**src/rtl/tmr_pkg.sv**
```systemverilog
package tmr_pkg;

  typedef enum logic [1:0] {
    MODE_UP     = 2'd0,
    MODE_DOWN   = 2'd1,
    MODE_CENTER = 2'd2
  } cnt_mode_e;

  localparam int ADDR_CTRL = 0;
  localparam int ADDR_EVT  = 1;
  localparam int ADDR_STAT = 2;
  localparam int ADDR_PSC  = 3;
  localparam int ADDR_ARR  = 4;
  localparam int ADDR_REP  = 5;
  localparam int ADDR_CMP0 = 6;

  localparam int CTRL_EN_BIT   = 0;
  localparam int CTRL_MODE_LSB = 1;
  localparam int CTRL_ARPE_BIT = 3;

endpackage

```
**src/rtl/tmr_prescaler.sv**
```systemverilog
module tmr_prescaler #(
  parameter int PSC_W = 16
) (
  input  logic             clk,
  input  logic             rst_n,
  input  logic             en,
  input  logic             restart,
  input  logic [PSC_W-1:0] psc_lim,
  output logic             tick
);

  localparam logic [PSC_W-1:0] ONE = PSC_W'(1);

  logic [PSC_W-1:0] div_q, div_d;

  always_comb begin
    tick  = en && (div_q >= psc_lim);
    div_d = div_q;
    if (restart)  div_d = '0;
    else if (en)  div_d = tick ? '0 : div_q + ONE;
  end

  always_ff @(posedge clk or negedge rst_n) begin
    if (!rst_n) div_q <= '0;
    else        div_q <= div_d;
  end

  // a restart always returns the divider to zero
  a_r2_restart_zero: assert property (@(posedge clk) disable iff (!rst_n)
    restart |=> (div_q == '0));

endmodule

```
**src/rtl/tmr_counter.sv**
```systemverilog
module tmr_counter
  import tmr_pkg::*;
#(
  parameter int CNT_W = 16
) (
  input  logic             clk,
  input  logic             rst_n,
  input  logic             tick,
  input  logic             load,
  input  cnt_mode_e        mode,
  input  logic [CNT_W-1:0] arr_act,
  input  logic [CNT_W-1:0] arr_next,
  output logic [CNT_W-1:0] cnt,
  output logic             ovf,
  output logic             unf
);

  localparam logic [CNT_W-1:0] ONE = CNT_W'(1);

  logic [CNT_W-1:0] cnt_q, cnt_d;
  logic             dn_q, dn_d;

  always_comb begin
    cnt_d = cnt_q;
    dn_d  = dn_q;
    ovf   = 1'b0;
    unf   = 1'b0;
    if (load) begin
      cnt_d = (mode == MODE_DOWN) ? arr_next : '0;
      dn_d  = 1'b0;
    end else if (tick) begin
      case (mode)
        MODE_UP: begin
          dn_d = 1'b0;
          if (cnt_q >= arr_act) begin
            ovf   = 1'b1;
            cnt_d = '0;
          end else begin
            cnt_d = cnt_q + ONE;
          end
        end
        MODE_DOWN: begin
          dn_d = 1'b0;
          if (cnt_q == '0) begin
            unf   = 1'b1;
            cnt_d = arr_next;
          end else begin
            cnt_d = cnt_q - ONE;
          end
        end
        default: begin
          if (!dn_q) begin
            if (cnt_q >= arr_act) begin
              ovf   = 1'b1;
              dn_d  = 1'b1;
              cnt_d = (arr_act == '0) ? '0 : arr_act - ONE;
            end else begin
              cnt_d = cnt_q + ONE;
            end
          end else begin
            if (cnt_q == '0) begin
              unf   = 1'b1;
              dn_d  = 1'b0;
              cnt_d = (arr_act == '0) ? '0 : ONE;
            end else begin
              cnt_d = cnt_q - ONE;
            end
          end
        end
      endcase
    end
  end

  always_ff @(posedge clk or negedge rst_n) begin
    if (!rst_n) begin
      cnt_q <= '0;
      dn_q  <= 1'b0;
    end else begin
      cnt_q <= cnt_d;
      dn_q  <= dn_d;
    end
  end

  assign cnt = cnt_q;

  // an up-mode tick below the limit advances by exactly one
  a_r3_up_step: assert property (@(posedge clk) disable iff (!rst_n)
    (tick && !load && mode == MODE_UP && cnt_q < arr_act) |=> (cnt_q == $past(cnt_q) + ONE));

  // a center-mode overflow turns the count downward
  a_r4_center_turn: assert property (@(posedge clk) disable iff (!rst_n)
    (ovf && mode == MODE_CENTER && arr_act != '0) |=> (cnt_q < $past(cnt_q)));

  // a forced restart in up mode lands on zero
  a_r9_restart_up: assert property (@(posedge clk) disable iff (!rst_n)
    (load && mode == MODE_UP) |=> (cnt_q == '0));

endmodule

```
**src/rtl/tmr_rep_gate.sv**
```systemverilog
module tmr_rep_gate #(
  parameter int REP_W = 8
) (
  input  logic             clk,
  input  logic             rst_n,
  input  logic             wrap,
  input  logic             force_upd,
  input  logic [REP_W-1:0] rep_val,
  output logic             upd
);

  localparam logic [REP_W-1:0] ONE = REP_W'(1);

  logic [REP_W-1:0] rep_q, rep_d;
  logic             expire;

  always_comb begin
    expire = wrap && (rep_q == '0);
    upd    = force_upd || expire;
    rep_d  = rep_q;
    if (upd)       rep_d = rep_val;
    else if (wrap) rep_d = rep_q - ONE;
  end

  always_ff @(posedge clk or negedge rst_n) begin
    if (!rst_n) rep_q <= '0;
    else        rep_q <= rep_d;
  end

  // a wrap with repetitions left counts down by one
  a_r6_decrement: assert property (@(posedge clk) disable iff (!rst_n)
    (wrap && !force_upd && rep_q != '0) |=> (rep_q == $past(rep_q) - ONE));

  // a forced update reloads the repetition counter
  a_r9_reload: assert property (@(posedge clk) disable iff (!rst_n)
    force_upd |=> (rep_q == $past(rep_val)));

  // no update without a wrap or a force
  a_r5_gated: assert property (@(posedge clk) disable iff (!rst_n)
    (!wrap && !force_upd) |-> !upd);

endmodule

```
**src/rtl/rep_gated_timebase.sv**
```systemverilog
module rep_gated_timebase
  import tmr_pkg::*;
#(
  parameter int ADDR_W  = 4,
  parameter int DATA_W  = 16,
  parameter int CNT_W   = 16,
  parameter int PSC_W   = 16,
  parameter int REP_W   = 8,
  parameter int NUM_CMP = 2
) (
  input  logic                     clk,
  input  logic                     rst_n,
  input  logic                     wr_en,
  input  logic [ADDR_W-1:0]        wr_addr,
  input  logic [DATA_W-1:0]        wr_data,
  input  logic                     slave_trig,
  output logic                     upd_evt,
  output logic                     upd_flag,
  output logic [CNT_W-1:0]         cnt_val,
  output logic [NUM_CMP*CNT_W-1:0] cmp_act
);

  localparam logic [CNT_W-1:0] ARR_RST = {CNT_W{1'b1}};

  // control and preload state
  logic             en_q, en_d;
  logic [1:0]       mode_q, mode_d;
  logic             arpe_q, arpe_d;
  logic [PSC_W-1:0] psc_pre_q, psc_pre_d, psc_act_q, psc_act_d;
  logic [CNT_W-1:0] arr_pre_q, arr_pre_d, arr_act_q, arr_next;
  logic [REP_W-1:0] rep_q, rep_d;
  logic             evt_q, flag_q, flag_d;

  logic [NUM_CMP-1:0][CNT_W-1:0] cmp_pre_q, cmp_act_q;

  // write decode
  logic wr_ctrl, wr_evt, wr_stat, wr_psc, wr_arr, wr_rep;
  logic force_upd, tick, ovf, unf, upd;
  cnt_mode_e mode;

  always_comb begin
    wr_ctrl = wr_en && (wr_addr == ADDR_W'(ADDR_CTRL));
    wr_evt  = wr_en && (wr_addr == ADDR_W'(ADDR_EVT));
    wr_stat = wr_en && (wr_addr == ADDR_W'(ADDR_STAT));
    wr_psc  = wr_en && (wr_addr == ADDR_W'(ADDR_PSC));
    wr_arr  = wr_en && (wr_addr == ADDR_W'(ADDR_ARR));
    wr_rep  = wr_en && (wr_addr == ADDR_W'(ADDR_REP));
    force_upd = (wr_evt && wr_data[0]) || slave_trig;
    mode = (mode_q == 2'd3) ? MODE_CENTER : cnt_mode_e'(mode_q);
  end

  // next-state for control, preloads and active copies
  always_comb begin
    en_d      = en_q;
    mode_d    = mode_q;
    arpe_d    = arpe_q;
    psc_pre_d = psc_pre_q;
    arr_pre_d = arr_pre_q;
    rep_d     = rep_q;
    if (wr_ctrl) begin
      en_d   = wr_data[CTRL_EN_BIT];
      mode_d = wr_data[CTRL_MODE_LSB +: 2];
      arpe_d = wr_data[CTRL_ARPE_BIT];
    end
    if (wr_psc) psc_pre_d = wr_data[PSC_W-1:0];
    if (wr_arr) arr_pre_d = wr_data[CNT_W-1:0];
    if (wr_rep) rep_d     = wr_data[REP_W-1:0];

    psc_act_d = upd ? psc_pre_q : psc_act_q;
    if (wr_arr && !arpe_q) arr_next = wr_data[CNT_W-1:0];
    else if (upd)          arr_next = arr_pre_q;
    else                   arr_next = arr_act_q;

    flag_d = flag_q;
    if (upd)                      flag_d = 1'b1;
    else if (wr_stat && !wr_data[0]) flag_d = 1'b0;
  end

  always_ff @(posedge clk or negedge rst_n) begin
    if (!rst_n) begin
      en_q      <= 1'b0;
      mode_q    <= 2'd0;
      arpe_q    <= 1'b0;
      psc_pre_q <= '0;
      psc_act_q <= '0;
      arr_pre_q <= ARR_RST;
      arr_act_q <= ARR_RST;
      rep_q     <= '0;
      evt_q     <= 1'b0;
      flag_q    <= 1'b0;
    end else begin
      en_q      <= en_d;
      mode_q    <= mode_d;
      arpe_q    <= arpe_d;
      psc_pre_q <= psc_pre_d;
      psc_act_q <= psc_act_d;
      arr_pre_q <= arr_pre_d;
      arr_act_q <= arr_next;
      rep_q     <= rep_d;
      evt_q     <= upd;
      flag_q    <= flag_d;
    end
  end

  // compare preload and shadow pairs
  for (genvar gi = 0; gi < NUM_CMP; gi++) begin : g_cmp
    logic wr_cmp;
    logic [CNT_W-1:0] pre_d, act_d;
    always_comb begin
      wr_cmp = wr_en && (wr_addr == ADDR_W'(ADDR_CMP0 + gi));
      pre_d  = wr_cmp ? wr_data[CNT_W-1:0] : cmp_pre_q[gi];
      act_d  = upd ? cmp_pre_q[gi] : cmp_act_q[gi];
    end
    always_ff @(posedge clk or negedge rst_n) begin
      if (!rst_n) begin
        cmp_pre_q[gi] <= '0;
        cmp_act_q[gi] <= '0;
      end else begin
        cmp_pre_q[gi] <= pre_d;
        cmp_act_q[gi] <= act_d;
      end
    end
  end

  tmr_prescaler #(.PSC_W(PSC_W)) u_psc (
    .clk     (clk),
    .rst_n   (rst_n),
    .en      (en_q),
    .restart (force_upd),
    .psc_lim (psc_act_q),
    .tick    (tick)
  );

  tmr_counter #(.CNT_W(CNT_W)) u_cnt (
    .clk      (clk),
    .rst_n    (rst_n),
    .tick     (tick),
    .load     (force_upd),
    .mode     (mode),
    .arr_act  (arr_act_q),
    .arr_next (arr_next),
    .cnt      (cnt_val),
    .ovf      (ovf),
    .unf      (unf)
  );

  tmr_rep_gate #(.REP_W(REP_W)) u_rep (
    .clk       (clk),
    .rst_n     (rst_n),
    .wrap      (ovf || unf),
    .force_upd (force_upd),
    .rep_val   (rep_q),
    .upd       (upd)
  );

  assign upd_evt  = evt_q;
  assign upd_flag = flag_q;
  assign cmp_act  = cmp_act_q;

  // the flag is high whenever the update pulse is
  a_r10_flag_with_evt: assert property (@(posedge clk) disable iff (!rst_n)
    evt_q |-> flag_q);

  // with preload on, the active limit holds between updates
  a_r8_arr_hold: assert property (@(posedge clk) disable iff (!rst_n)
    (arpe_q && !upd) |=> (arr_act_q == $past(arr_act_q)));

  // active compare values move only on an update
  a_r7_cmp_hold: assert property (@(posedge clk) disable iff (!rst_n)
    !upd |=> $stable(cmp_act_q));

  // a forced update always yields the pulse one cycle later
  a_r9_force_pulse: assert property (@(posedge clk) disable iff (!rst_n)
    force_upd |=> evt_q);

endmodule

```
**config.mk**
```make
export PLATFORM = sky130hd
export DESIGN_NAME = rep_gated_timebase
export DESIGN_NICKNAME = d
export VERILOG_FILES = /design/src/rtl/tmr_pkg.sv /design/src/rtl/tmr_prescaler.sv /design/src/rtl/tmr_counter.sv /design/src/rtl/tmr_rep_gate.sv /design/src/rtl/rep_gated_timebase.sv
export SDC_FILE = /design/constraint.sdc
export NUM_CORES = 1
export LEC_CHECK = 0
export ABC_AREA = 1
export BUFFER_PORTS_ARGS = -buffer_cell sky130_fd_sc_hd__buf_2
export CAP_MARGIN = 20
export CORE_UTILIZATION = 45
export DETAILED_ROUTE_END_ITERATION = 12
export PLACE_DENSITY = 0.64
export SKIP_LAST_GASP = 1
export SYNTH_ARGS = -nofsm -noshare
export SYNTH_HDL_FRONTEND = slang
export SYNTH_SLANG_ARGS = --single-unit
```
**constraint.sdc**
```tcl
create_clock -name clk -period 3.1 [get_ports clk]
set_input_delay 0.465 -clock clk [delete_from_list [all_inputs] [get_ports clk]]
set_output_delay 0.465 -clock clk [all_outputs]
set_load 0.01 [all_outputs]
```
==> impl_metrics.env <==
export IMPL_rsz0062_at_grt="no"
export IMPL_synth_cell_types=51
export IMPL_seqPwrFrac_pct=40.2
export IMPL_first_iter_violations=650
export IMPL_tns_ns=0
export IMPL_fill_cells=2105
export IMPL_clockRootBuffer="clkbuf_16"
export IMPL_grt_start_max_net_pins=85
export IMPL_critPathRequiredTime_ns=3.43
export IMPL_synth_top_family_by_area="simple AND/OR/NAND/NOR gates"
export IMPL_synth_area_per_cell_sq_um=7.82
export IMPL_hold_class="input pin to async pin"
export IMPL_synthMuxAreaShare_pct=0
export IMPL_routed_wl_microns=27500
export IMPL_power_density_nw_per_um2=648
export IMPL_path_cells="inv_1 -> ha_1 -> nand2_1 -> nor2_1 -> nor2_1 -> nand2_1 -> nand2_1 -> nand2_1 -> nand2_1 -> nand2_1 -> inv_1 -> nand2_1 -> clkinv_1 -> buf_4 -> a211oi_1 -> nand2_1 -> nand2_1 -> nand2_1"
export IMPL_synthSimpleGateAreaFrac_pct=26.0
export IMPL_first_global_vias=8724
export IMPL_multi_input_area_sq_um=4740
export IMPL_yosysSeqAreaShare_pct=44.5
export IMPL_nets=1471
export IMPL_ctsLongestPathBuffers=2
export IMPL_synth_top_area_share_pct=36.4
export IMPL_cts_tree="yes"
export IMPL_cp_common_cell="nand2_1"
export IMPL_groute_usage_overall_pct=24.6
export IMPL_cts_buffers=17
export IMPL_clk_latency_ns=0.44
export IMPL_synth_xor_area_share_pct=3.04
export IMPL_initial_core_util_pct=45.8
export IMPL_finalCriticalPeriod_ns=2.80
export IMPL_synthCells=1326
export IMPL_antennaDiodeCount=0
export IMPL_rows=55
export IMPL_syn_area_sq_um=10400
export IMPL_gp_congestion=0.930
export IMPL_outcome="finished clean"
export IMPL_max_freq_mhz=358
export IMPL_area_growth_pct=14.4
export IMPL_grt_first_pass_wirelength_microns=45400
export IMPL_worst_pin_slew_ns=0.984
export IMPL_cp_end_kind="register"
export IMPL_first_pass_iters=5
export IMPL_p_int_mw=4.77
export IMPL_p_leak_nw=5.92
export IMPL_ys_seq_elements=183
export IMPL_path_class="register to register"
export IMPL_ctsHoldBuffers=0
export IMPL_clock_skew_ns=0.0178
export IMPL_antenna_found_initial=0
export IMPL_core_sq_um=22600
export IMPL_synth_compound_area_share_pct=11.9
export IMPL_maxSlewHeadroom_pct=34.3
export IMPL_htree_levels=4
export IMPL_cp_start_kind="register"
export IMPL_finalCritPeriodShare_pct=90.2
export IMPL_clk_pin_slew_ns=0.08
export IMPL_portBuffers=73
export IMPL_hold_violations=0
export IMPL_clkPwrFrac_pct=30.4
export IMPL_postSynthNetCount=1387
export IMPL_cpPeakStageDelay_ns=0.56
export IMPL_irDropWorstVdd_uv=397
export IMPL_seqCellArea_sq_um=4620
export IMPL_crit_fanout=7
export IMPL_setup_viol=0
export IMPL_swShare_pct=37.9
export IMPL_drive_gt1_share_pct=19.1
export IMPL_hpwl_microns=20000
export IMPL_io_pins=74
export IMPL_cap_violations=0
export IMPL_synthAdderAreaFrac_pct=4.46
export IMPL_yosysWarningCount=0
export IMPL_route_detailed_drc=0
export IMPL_detail_route_wl_per_cell_microns=16.1
export IMPL_grt_ovfl_total=0
export IMPL_crit_arrival_ns=3.13
export IMPL_routed_via_density=5.20
export IMPL_whs_ns=0.0737
export IMPL_clkSinkCount=183
export IMPL_slew_viol_final=0
export IMPL_dieWidth_microns=154
export IMPL_vias=8887
export IMPL_synth_top_area_cell="dfrtp_1"
export IMPL_p_sw_mw=2.92
export IMPL_combPwrFrac_pct=29.4
export IMPL_die_y_microns=154
export IMPL_cp_slowest_cell="dfstp_2"
export IMPL_ant_nets=0
export IMPL_synth_area_leaders="dfrtp_1, nand2_1, dfstp_2, inv_1, o21ai_0"
export IMPL_dieArea_sq_um=23700
## final timing paths
kind	depth (start not counted)	endpoint	startpoint	slack (ns)
max	18	u_cnt.cnt[6]	arr_act_q[3]	0.30
min	1	u_psc.div_q[4]	rst_n	0.07
max reg2reg	18	u_cnt.cnt[6]	arr_act_q[3]	0.30
min reg2reg	2	upd_flag	upd_flag	0.48
max in group asynchronous	2	arr_pre_q[10]	rst_n	2.29
min in group clk	3	cmp_pre_q[26]	wr_data[10]	0.27
## layout by cell type, fill, tap and decap left out, drive strengths merged
| cell | count |
|---|---|
| or2 | 3 |
| a211oi | 6 |
| o21a | 3 |
| and2 | 1 |
| inv | 208 |
| a31oi | 6 |
| ha | 37 |
| clkbuf | 18 |
| clkinv | 6 |
| xor2 | 33 |
| nand2 | 374 |
| o211ai | 7 |
| o32ai | 2 |
| o21ai | 158 |
| nor3 | 36 |
| dfrtp | 151 |
| nor2 | 77 |
| xnor2 | 3 |
| buf | 114 |
| nor4 | 2 |
| nand4 | 9 |
| nand3 | 91 |
| o22ai | 2 |
| a311oi | 1 |
| a21oi | 38 |
| dfstp | 32 |
| o31ai | 1 |
| nor3b | 1 |
| a221oi | 3 |
## kinds of logic after synthesis
kind of cell | after synthesis
simple gates | 593
buf+inv | 250
compound gates | 227
flops | 183
fa+ha+maj | 37
xor+xnor | 36
## Yosys cell counts, drive strengths merged
cell type and n:
nor3 36, dfrtp 151, o22ai 2, ha 37, o32ai 2, nand2 373, nand4 9, a31oi 6
o21a 3, nand3 91, dfstp 32, nor2 77, nor3b 1, nor4 2, a21oi 38, clkinv 3
and2 1, a211oi 6, or2 3, buf 27, o31ai 1, o211ai 7, xor2 33, inv 196
a221oi 3, o21ai 158, clkbuf 24, xnor2 3, a311oi 1
## routing by layer
layer,global-route usage [%],up-vias,share of wire [%]
met5,0,-,0
met1,34.7,4211,47
li1,-,4389,-
met2,38.4,257,46
met4,6.05,0,1.3
met3,5.24,30,5.6
## through the flow
| step | power [mW] | area, sq um | setup slack, ns | instances | util [%] |
|---|---|---|---|---|---|
| 3_3_place_gp | 5.34 | 11200 | 0.193 | 1671 | 49.3 |
| 3_5_place_dp | 5.37 | 11200 | 0.124 | 1671 | 49.3 |
| 2_1_floorplan | 4.60 | 10400 | 0.733 | 1326 | - |
| 5_1_grt | 8.17 | 11900 | 0.0246 | 1708 | 52.4 |
| 6_report | 7.69 | 11900 | 0.304 | 1708 | 52.4 |
| 4_1_cts | 7.72 | 11800 | 0.117 | 1703 | 52.1 |
## power groups by stage
stage / logic [mW] / registers [mW] / clock network [mW]
finish: 2.26 / 3.09 / 2.34
global route: 2.55 / 3.15 / 2.47
CTS: 2.25 / 3.09 / 2.38
detailed placement: 2.24 / 3.13 / 0
global placement: 2.22 / 3.12 / 0
floorplan: 1.47 / 3.13 / 0
## critical path, delay by kind of cell (launching register included)
kind | cells | cell delay (ns)
compound gates | 1 | 0.28
fa+ha+maj | 1 | 0.29
simple gates | 12 | 1.00
buf+inv | 4 | 0.56
flops | 1 | 0.56
## timing repair
item / 4_1_cts / 5_1_grt
setup endpoints to repair: 0 / 61
gates resized for setup: 0 / 2
buffers inserted: 0 / 4
## registers in the layout, summed over array words and instances (netlist names)
name and cells:
arpe_q 1, upd_evt 1, rep_q 8, mode_q 2, cmp_pre_q 32, u_rep.rep_q 8, u_cnt.dn_q 1, psc_pre_q 16
cmp_act 32, upd_flag 1, en_q 1, arr_act_q 16, u_cnt.cnt 16, u_psc.div_q 16, arr_pre_q 16, psc_act_q 16
## cell type report
| cell class | count | share of cell area (%) |
|---|---|---|
| multi-input cells | 894 | 40.0 |
| flip-flops and latches | 183 | 38.9 |
| repair buffers | 115 | 6.37 |
| inverters | 199 | 6.32 |
| clock buffers | 17 | 3.58 |
| well taps | 285 | 3.00 |
| clock inverters | 15 | 1.83 |
Power figures use the tool's default switching activity.
